==> src/rtl/wdr_pkg.sv <==
package wdr_pkg;
  typedef enum logic [1:0] {
    ST_POR   = 2'd0,
    ST_RUN   = 2'd1,
    ST_FAULT = 2'd2,
    ST_SLEEP = 2'd3
  } sup_state_e;
endpackage

==> src/rtl/wdr_tick_gen.sv <==
module wdr_tick_gen #(
  parameter int TICK_DIV = 4
) (
  input  logic clk,
  input  logic rst_n,
  output logic tick
);
  generate
    if (TICK_DIV <= 1) begin : g_pass
      logic unused_ok;
      assign unused_ok = clk ^ rst_n;
      assign tick = 1'b1;
    end else begin : g_div
      localparam int W = $clog2(TICK_DIV);
      localparam logic [W-1:0] LAST = W'(TICK_DIV - 1);
      logic [W-1:0] cnt;
      always_ff @(posedge clk or negedge rst_n) begin
        if (!rst_n)           cnt <= '0;
        else if (cnt == LAST) cnt <= '0;
        else                  cnt <= cnt + 1'b1;
      end
      assign tick = (cnt == LAST);
      a_r2_tick_bound: assert property (@(posedge clk) disable iff (!rst_n)
        cnt <= LAST);
    end
  endgenerate
endmodule

==> src/rtl/wdr_uv_filter.sv <==
module wdr_uv_filter #(
  parameter int FILT = 4
) (
  input  logic clk,
  input  logic rst_n,
  input  logic in_reg,
  output logic uv
);
  localparam int W = $clog2(FILT + 1);
  localparam logic [W-1:0] FULL = W'(FILT);
  logic [W-1:0] cnt;

  always_ff @(posedge clk or negedge rst_n) begin
    if (!rst_n)           cnt <= '0;
    else if (in_reg)      cnt <= '0;
    else if (cnt != FULL) cnt <= cnt + 1'b1;
  end
  assign uv = (cnt == FULL);

  a_r7_good_supply_clears: assert property (@(posedge clk) disable iff (!rst_n)
    in_reg |=> !uv);
  a_r7_filter_bound: assert property (@(posedge clk) disable iff (!rst_n)
    cnt <= FULL);
endmodule

==> src/rtl/wdr_wdi_monitor.sv <==
module wdr_wdi_monitor #(
  parameter int WIN_LO = 8,
  parameter int WIN_HI = 24
) (
  input  logic clk,
  input  logic rst_n,
  input  logic tick,
  input  logic clr,
  input  logic wdi,
  output logic good,
  output logic bad
);
  localparam int CW = $clog2(WIN_HI + 2);
  localparam logic [CW-1:0] LO_C  = CW'(WIN_LO);
  localparam logic [CW-1:0] HI_C  = CW'(WIN_HI);
  localparam logic [CW-1:0] OVF_C = CW'(WIN_HI + 1);

  logic [2:0]    sync_q;
  logic [CW-1:0] cnt;
  logic          armed;
  logic          rise;
  logic          in_win;

  always_ff @(posedge clk or negedge rst_n) begin
    if (!rst_n) sync_q <= '0;
    else        sync_q <= {sync_q[1:0], wdi};
  end
  assign rise   = sync_q[1] & ~sync_q[2];
  assign in_win = (cnt >= LO_C) && (cnt <= HI_C);

  always_ff @(posedge clk or negedge rst_n) begin
    if (!rst_n) begin
      cnt   <= '0;
      armed <= 1'b0;
    end else if (clr) begin
      cnt   <= '0;
      armed <= 1'b0;
    end else if (rise) begin
      cnt   <= '0;
      armed <= 1'b1;
    end else if (tick && cnt != OVF_C) begin
      cnt <= cnt + 1'b1;
    end
  end

  assign good = !clr && rise && armed && in_win;
  assign bad  = !clr && ((rise && armed && !in_win) ||
                         (tick && !rise && cnt == HI_C));

  a_r4_count_saturates: assert property (@(posedge clk) disable iff (!rst_n)
    cnt <= OVF_C);
  a_r6_verdict_exclusive: assert property (@(posedge clk) disable iff (!rst_n)
    !(good && bad));
  a_r3_clear_restarts: assert property (@(posedge clk) disable iff (!rst_n)
    clr |=> (cnt == '0 && !armed));
endmodule

==> src/rtl/wdr_supervisor.sv <==
module wdr_supervisor
  import wdr_pkg::*;
#(
  parameter int TICK_DIV = 4,
  parameter int PULSE_W  = 2,
  parameter int LO_MULT  = 4,
  parameter int HI_MULT  = 12,
  parameter int UV_FILT  = 4
) (
  input  logic clk,
  input  logic rst_n,
  input  logic enable,
  input  logic in_reg,
  input  logic wdi,
  output logic rst_out_n,
  output logic reg_on,
  output logic sleep
);
  localparam int WIN_LO  = PULSE_W * LO_MULT;
  localparam int WIN_HI  = PULSE_W * HI_MULT;
  localparam int POR_DLY = (PULSE_W * 95) / 2;
  localparam int PORW    = $clog2(POR_DLY + 1);
  localparam int PW      = $clog2(PULSE_W + 1);
  localparam logic [PORW-1:0] POR_C    = PORW'(POR_DLY);
  localparam logic [PW-1:0]   PUL_LAST = PW'(PULSE_W - 1);

  sup_state_e      state_q, nxt;
  logic [PORW-1:0] por_cnt;
  logic [PW-1:0]   pul_cnt, pul_d;
  logic            phase_q, phase_d;
  logic            tick, uv, good, bad, mon_clr, por_done;

  wdr_tick_gen #(.TICK_DIV(TICK_DIV)) u_tick (
    .clk(clk), .rst_n(rst_n), .tick(tick));

  wdr_uv_filter #(.FILT(UV_FILT)) u_uv (
    .clk(clk), .rst_n(rst_n), .in_reg(in_reg), .uv(uv));

  assign mon_clr = (state_q == ST_POR) || (state_q == ST_SLEEP);

  wdr_wdi_monitor #(.WIN_LO(WIN_LO), .WIN_HI(WIN_HI)) u_mon (
    .clk(clk), .rst_n(rst_n), .tick(tick), .clr(mon_clr), .wdi(wdi),
    .good(good), .bad(bad));

  assign por_done = (por_cnt == POR_C);

  always_comb begin
    nxt = state_q;
    unique case (state_q)
      ST_POR:   if (!uv && in_reg && por_done) nxt = ST_RUN;
      ST_RUN:   if (uv) nxt = ST_POR;
                else if (bad) nxt = enable ? ST_FAULT : ST_SLEEP;
      ST_FAULT: if (uv) nxt = ST_POR;
                else if (!enable) nxt = ST_SLEEP;
                else if (good) nxt = ST_RUN;
      ST_SLEEP: if (enable) nxt = ST_POR;
      default:  nxt = ST_POR;
    endcase
  end

  always_comb begin
    pul_d   = pul_cnt;
    phase_d = phase_q;
    if (!(state_q == ST_FAULT && nxt == ST_FAULT)) begin
      pul_d   = '0;
      phase_d = 1'b0;
    end else if (tick) begin
      if (pul_cnt == PUL_LAST) begin
        pul_d   = '0;
        phase_d = ~phase_q;
      end else begin
        pul_d = pul_cnt + 1'b1;
      end
    end
  end

  always_ff @(posedge clk or negedge rst_n) begin
    if (!rst_n) begin
      state_q   <= ST_POR;
      por_cnt   <= '0;
      pul_cnt   <= '0;
      phase_q   <= 1'b0;
      rst_out_n <= 1'b0;
      reg_on    <= 1'b1;
      sleep     <= 1'b0;
    end else begin
      state_q <= nxt;
      pul_cnt <= pul_d;
      phase_q <= phase_d;
      if (state_q != ST_POR || !in_reg) por_cnt <= '0;
      else if (tick && !por_done)       por_cnt <= por_cnt + 1'b1;
      rst_out_n <= (nxt == ST_RUN) || (nxt == ST_FAULT && phase_d);
      reg_on    <= (nxt != ST_SLEEP);
      sleep     <= (nxt == ST_SLEEP);
    end
  end

  a_r7_dip_forces_reset: assert property (@(posedge clk) disable iff (!rst_n)
    (uv && state_q != ST_SLEEP) |=> !rst_out_n);
  a_r2_hold_until_delay: assert property (@(posedge clk) disable iff (!rst_n)
    (state_q == ST_POR && !por_done) |=> !rst_out_n);
  a_r10_wake_to_por: assert property (@(posedge clk) disable iff (!rst_n)
    (state_q == ST_SLEEP && enable) |=> (state_q == ST_POR && reg_on && !sleep));
  a_r5_enable_keeps_reg: assert property (@(posedge clk) disable iff (!rst_n)
    enable |=> reg_on);
  a_r9_sleep_is_dark: assert property (@(posedge clk) disable iff (!rst_n)
    sleep |-> (!reg_on && !rst_out_n));
  a_r5_phase_bound: assert property (@(posedge clk) disable iff (!rst_n)
    pul_cnt <= PUL_LAST);
endmodule

==> config.mk <==
export PLATFORM = sky130hd
export DESIGN_NAME = wdr_supervisor
export DESIGN_NICKNAME = d
export VERILOG_FILES = /design/src/rtl/wdr_pkg.sv /design/src/rtl/wdr_tick_gen.sv /design/src/rtl/wdr_uv_filter.sv /design/src/rtl/wdr_wdi_monitor.sv /design/src/rtl/wdr_supervisor.sv
export SDC_FILE = /design/constraint.sdc
export NUM_CORES = 1
export LEC_CHECK = 0
export ABC_AREA = 1
export BUFFER_PORTS_ARGS = -buffer_cell sky130_fd_sc_hd__clkbuf_2
export CELL_PAD_IN_SITES_DETAIL_PLACEMENT = 1
export CELL_PAD_IN_SITES_GLOBAL_PLACEMENT = 2
export CORE_MARGIN = 4
export CORE_UTILIZATION = 37
export CTS_CLUSTER_DIAMETER = 150
export DETAILED_ROUTE_END_ITERATION = 12
export GPL_TIMING_DRIVEN = 0
export HOLD_SLACK_MARGIN = 0.08
export PLACE_DENSITY_LB_ADDON = 0.1
export SKIP_CTS_REPAIR_TIMING = 1
export SLEW_MARGIN = 20
export SYNTH_ARGS = -nofsm -noshare
export SYNTH_HDL_FRONTEND = slang
export SYNTH_SLANG_ARGS = --single-unit
==> constraint.sdc <==
create_clock -name clk -period 2.1 [get_ports clk]
set_clock_uncertainty 0.1 [all_clocks]
set_input_delay 0.525 -clock clk [delete_from_list [all_inputs] [get_ports clk]]
set_output_delay 0.525 -clock clk [all_outputs]
set_load 0.01 [all_outputs]
After elaboration in Yosys (flattened, before gate mapping)
Cells that the tools add are included.

cells by class
  add/subtract/negate cells = 5
  multiply operators = 0
  divide/modulo/power cells = 0
  order comparisons = 2
  equality and inequality tests = 15
  shift-type cells = 0
  muxes and demuxes = 25
  bitwise operators = 3
  reductions and logical operators = 31

operator list
  cell                   count
  $mux W2                11
  $logic_and A1 B1 Y1    15
  $mux W5                3
  $mux W7                2
  $eq A2 B2 Y1 const B   5
  $pmux W2 S4            1
  $reduce_bool A2 Y1     4
  $add A7 B1 Y7 const B  1
  $eq A7 B7 Y1 const B   1
  $eq A2 B1 Y1 const B   3
  $logic_not A1 Y1       6
  $mux W1                6
  $mux W3                2
  $add A5 B1 Y5 const B  1
  $eq A5 B5 Y1 const B   1
  $ge A5 B4 Y1 const B   1
  $le A5 B5 Y1 const B   1
  $ne A5 B5 Y1 const B   1
  $add A2 B1 Y2 const B  2
  $logic_or A1 B1 Y1     4
  $ne A2 B2 Y1 const B   2
  $add A3 B1 Y3 const B  1
  $eq A3 B3 Y1 const B   1
  $ne A3 B3 Y1 const B   1
  other kinds (4)        5

word-level totals
  register bits after elaboration = 29
  latch bits = 0
  memory bits (writable) = 0
  memory bits (read-only) = 0
  bits of input ports = 5
  output and inout bits = 3
  word-level logic and storage cells = 93
  memories kept = 0

Logic depth before layout (Yosys ltp)
  word-level depth = 15
  mapped depth = 14
  mapped depth without buffers = 14

Modules after synthesis
Synthesis repeated with hierarchy kept, for this count alone.

second synthesis, totals
  cells, all modules = 198
  area, all modules = 1584.0 sq um

modules (own cells, without submodules)
  module           times used  cells an instance  area an instance (sq um)  sequential area each (sq um)
  wdr_supervisor   1           108                838.3                     376.6
  wdr_wdi_monitor  1           66                 511.7                     225.2
  wdr_uv_filter    1           20                 167.7                     75.1
  wdr_tick_gen     1           4                  66.3                      50.0

Worst setup path after synthesis
OpenSTA, ideal clock, no wires.

  path type = register -> register
  from = register state_q[0]
  to = register rst_out_n
  library setup time = 0.117 ns
  arrival time = 1.570 ns
  required time = 1.883 ns
  path slack = 0.313 ns
  cell stages (with the launch flop) = 14
  path buffers = 0
  period minus slack after synthesis = 1.787 ns
  path through = dfrtp_1 inv_1 ha_1 nand2_1 nor2_1 nand3_1 nand2_1 nand2_1 nand2_1 nand3_2 nand2_4 nor2_4 nand3_2 nand2_1

between the ends
  longest elaborated chain between the ends = 15
  elaborated cells on any way between the ends = 24
  classes of those cells = 5 x eq/ne; 9 x mux; 10 x reduce/logical

RTL lines
  element                                           line                                          source
  from (decl)                                       wdr_supervisor.sv:27                          sup_state_e state_q, nxt;
  from (signal assigned)                            wdr_supervisor.sv:87                          state_q <= nxt;
  $eq A2 B2 Y1 or $logic_not A2 Y1 (tied branches)  wdr_supervisor.sv:39, wdr_supervisor.sv:49
  $logic_or A1 B1 Y1                                wdr_supervisor.sv:39                          assign mon_clr = (state_q == ST_POR) || (state_q == ST_SLEEP);
  $logic_not A1 Y1                                  wdr_wdi_monitor.sv:46, wdr_wdi_monitor.sv:47
  $logic_and A1 B1 Y1 (3 in a row)                  wdr_wdi_monitor.sv:46                         assign good = !clr && rise && armed && in_win;
  $mux W2                                           wdr_supervisor.sv:55                          else if (good) nxt = ST_RUN;
  $mux W2                                           wdr_supervisor.sv:54                          else if (!enable) nxt = ST_SLEEP;
  $mux W2                                           wdr_supervisor.sv:53                          ST_FAULT: if (uv) nxt = ST_POR;
  $pmux W2 S4                                       wdr_supervisor.sv:49                          unique case (state_q)
  $eq A2 B2 Y1                                      wdr_supervisor.sv:64, wdr_supervisor.sv:92
  $logic_and A1 B1 Y1                               wdr_supervisor.sv:64                          if (!(state_q == ST_FAULT && nxt == ST_FAULT)) begin
  $mux W1                                           wdr_supervisor.sv:64
  $logic_and A1 B1 Y1                               wdr_supervisor.sv:92                          rst_out_n <= (nxt == ST_RUN) || (nxt == ST_FAULT && phase_d);
  $logic_or A1 B1 Y1 (*)                            wdr_supervisor.sv:92
  to (signal assigned)                              wdr_supervisor.sv:92
  to (decl)                                         wdr_supervisor.sv:15                          output logic rst_out_n,

Mark *: on every way between the ends. The rest lies on a longest branch, timed or not.
A chain may end at the register's enable or synchronous reset.

Worst setup path in the final report
  from = register state_q[0]
  to = register u_mon.cnt[3]

between the ends
  longest elaborated chain between the ends = 3
  elaborated cells on any way between the ends = 5
  classes of those cells = 1 x eq/ne; 1 x mux; 3 x reduce/logical

RTL lines
  element                                                         line                   source
  $eq A2 B2 Y1 or $logic_not A2 Y1 (tied branches)                wdr_supervisor.sv:39
  $logic_or A1 B1 Y1 (*)                                          wdr_supervisor.sv:39
  $reduce_bool A3 Y1 (no source line) or $mux W5 (tied branches)  --
  to (signal assigned)                                            wdr_wdi_monitor.sv:42  cnt <= cnt + 1'b1;
  to (decl)                                                       wdr_wdi_monitor.sv:19  logic [CW-1:0] cnt;

Marks and branches as above.

==> impl_metrics.toml <==
[outcome]
outcome = "finished, final reports clean"

[placement]
dp_hpwl_um = 2470
place_congestion = 0.807
placed_cell_area_um2 = 1680
numPlacedInstances = 246
place_ws_ns = 0.0671
port_buffers = 7

[finish]
areaGrowthSynthToFinish_pct = 13.3
post-route-util_pct = 44.2
diodes = 0
fin_area_um2 = 1800
layout.nets = 221
drive_above_1_share_pct = 20.5
stdcell_count = 255

[timing]
rsz0062_at_grt = "false"
period_share_pct = 89.9
drv_slew = 0
hold_violations = 0
hold_slack_ns = 0.198
tightest_slew_ns = 0.742
fmax_mhz = 530
slew_headroom_pct = 50.6
post-route-min-period_ns = 1.89
fin_tns_setup_ns = 0
timing.final.ws_setup_ns = 0.212
setup_viol = 0

[synth]
synth-seq-cells = 29
synth-main-ff-cell = "dfrtp_1"
muxShareOfSynthArea_pct = 0
synth.distinct_cells = 27
synth_compound_area_share_pct = 8.06
syn_inst = 189
yosysSeqAreaShare_pct = 45.9
async_flop_share_pct = 100
synth-xor-area-share_pct = 1.66
synth_edf_count = 0
synth_top_family_by_area = "simple AND/OR/NAND/NOR gates"
postSynthAreaPerCell_um2 = 8.38
yosys.area_share.simple_pct = 25.9
synth-adder-area-share_pct = 9.48
yosysWarnings = 0
syn_nets = 206
syn_area_um2 = 1580

[clock_network]
htree_levels = 2
worstSkewPairLatency_ns = 0.28
tritoncts = "done"
clock_sinks = 29
cts_buffers = 5
clk_path_buf_depth = 2
root_buffer = "clkbuf_8"
path_clk_slew_ns = 0.07

[detailed_routing]
drc = 0
via_count = 1227
first_pass_iters = 4
viasPerCell = 4.81
detail-route-antenna-nets = 0
finalWirelength_um = 3160
drt_iter0_markers = 32
wire_per_inst_um = 12.4

[global_routing]
grtUsageMet1_pct = 15.1
antenna_found_initial = 0
grt_pass1_vias = 1297
met2_usage_pct = 24.7
grtUsageTotal_pct = 13.6
use_met3_pct = 2.60
grt_max_degree = 30
grt_pass1_wl_um = 5560
grt_busiest_layer = "met2"
grt-ovfl-total = 0

[run]
maxCapViolCount = 0

[power]
powerDensity_nw_per_um2 = 1090
ir_drop_v = 0.000486
leakagePower_nw = 0.901
power.total_mw = 1.95

[floorplanning]
num_rows = 23
die_w_um = 73.4
dieHeight_um = 73.4
io_pins = 8
core_um2 = 4060
initial_utilization_pct = 39.0
die_area_um2 = 5390

[worst_setup_path]
crit-reg2reg-capture = "u_mon.cnt[3]"
endpoint_kind = "register"
r2r_start = "state_q[0]"
r2r_setup_slack_ns = 0.21
reg2reg_depth = 8
start_kind = "register"
arrival_ns = 1.99
critical_path_class = "reg2reg"
crit_path_max_fanout = 5
cp.required_ns = 2.20

[hold_path]
hold_class = "in2async"
## placed cells by master (no fill, tap or decap), types with 2 or more instances in the layout
cell type and instances:
a211oi_1 2, a21oi_1 11, buf_4 2, clkbuf_1 2, clkbuf_2 7, clkbuf_8 6
dfrtp_1 27, ha_1 11, inv_1 29, inv_2 7, nand2_1 36, nand2_2 7
nand3_1 10, nand3_2 2, nand4_1 2, nor2_1 13, nor2_2 3, nor2_4 2
nor3_1 5, o21ai_0 7, or2_1 2, xnor2_1 2
## synthesized netlist by cell type (5+ instances only)
library cell	instances	area share, %
nand2_1	36	8.5
inv_1	29	6.9
dfrtp_1	28	44
nor2_1	14	3.3
ha_1	12	9.5
a21oi_1	11	3.5
nand3_1	10	3.2
inv_2	7	1.7
nand2_2	7	2.8
o21ai_0	7	2.2
nor3_1	5	1.6
## cell families (layout without fill, tap and decap cells)
kind of cell	count (synthesis)	after routing
simple gates	85	85
buf+inv	37	53
flops	29	29
compound gates	23	23
fa+ha+maj	12	12
xor+xnor	3	3
## area by class of cell
type / count / area, um^2
Fill cell: 516 / 2260
Multi-Input combinational cell: 123 / 729
Sequential cell: 29 / 728
Inverter: 36 / 135
Clock buffer: 8 / 90.1
Tap cell: 50 / 62.6
Timing Repair Buffer: 8 / 42.5
Buffer: 1 / 7.51
## registers in the layout, summed over array words and instances (netlist names)
signal / flops
pul_cnt: 2
u_uv.cnt: 3
por_cnt: 7
rst_out_n: 1
u_tick.g_div.cnt: 2
u_mon.sync_q: 3
state_q: 2
u_mon.cnt: 5
u_mon.armed: 1
sleep: 1
reg_on: 1
phase_q: 1
## metal layers
metal  up-vias  wire (um)
met1       591       1370
met3         6         81
li1        621          -
met5         -          0
met4         0         59
met2         9       1650
## power by group
part / switching, mW / leakage (nW) / internal [mW] / total (mW)
Combinational: 0.493 / 0.475 / 0.271 / 0.764
Clock: 0.205 / 0.0455 / 0.267 / 0.472
Sequential: 0.0616 / 0.380 / 0.654 / 0.716
## worst max-delay path, stage by stage (launching register included)
cell and delay, ns:
dfrtp_2 0.42, inv_1 0.12, ha_4 0.29, inv_1 0.05
nor2_1 0.19, inv_2 0.08, or2_1 0.27, and3_1 0.16
nor3_1 0.12
## worst max path at each step
| stage | startpoint | to | slack [ns] | depth (start not counted) |
|---|---|---|---|---|
| floorplan | state_q[0] | rst_out_n | 0.31 | 13 |
| global placement | state_q[0] | rst_out_n | 0.09 | 13 |
| detailed placement | state_q[0] | rst_out_n | 0.07 | 13 |
| CTS | state_q[0] | rst_out_n | 0.04 | 13 |
| global route | state_q[0] | rst_out_n | 0.03 | 13 |
| finish | state_q[0] | u_mon.cnt[3] | 0.21 | 8 |
No activity file was read; power rests on OpenSTA's default activity.
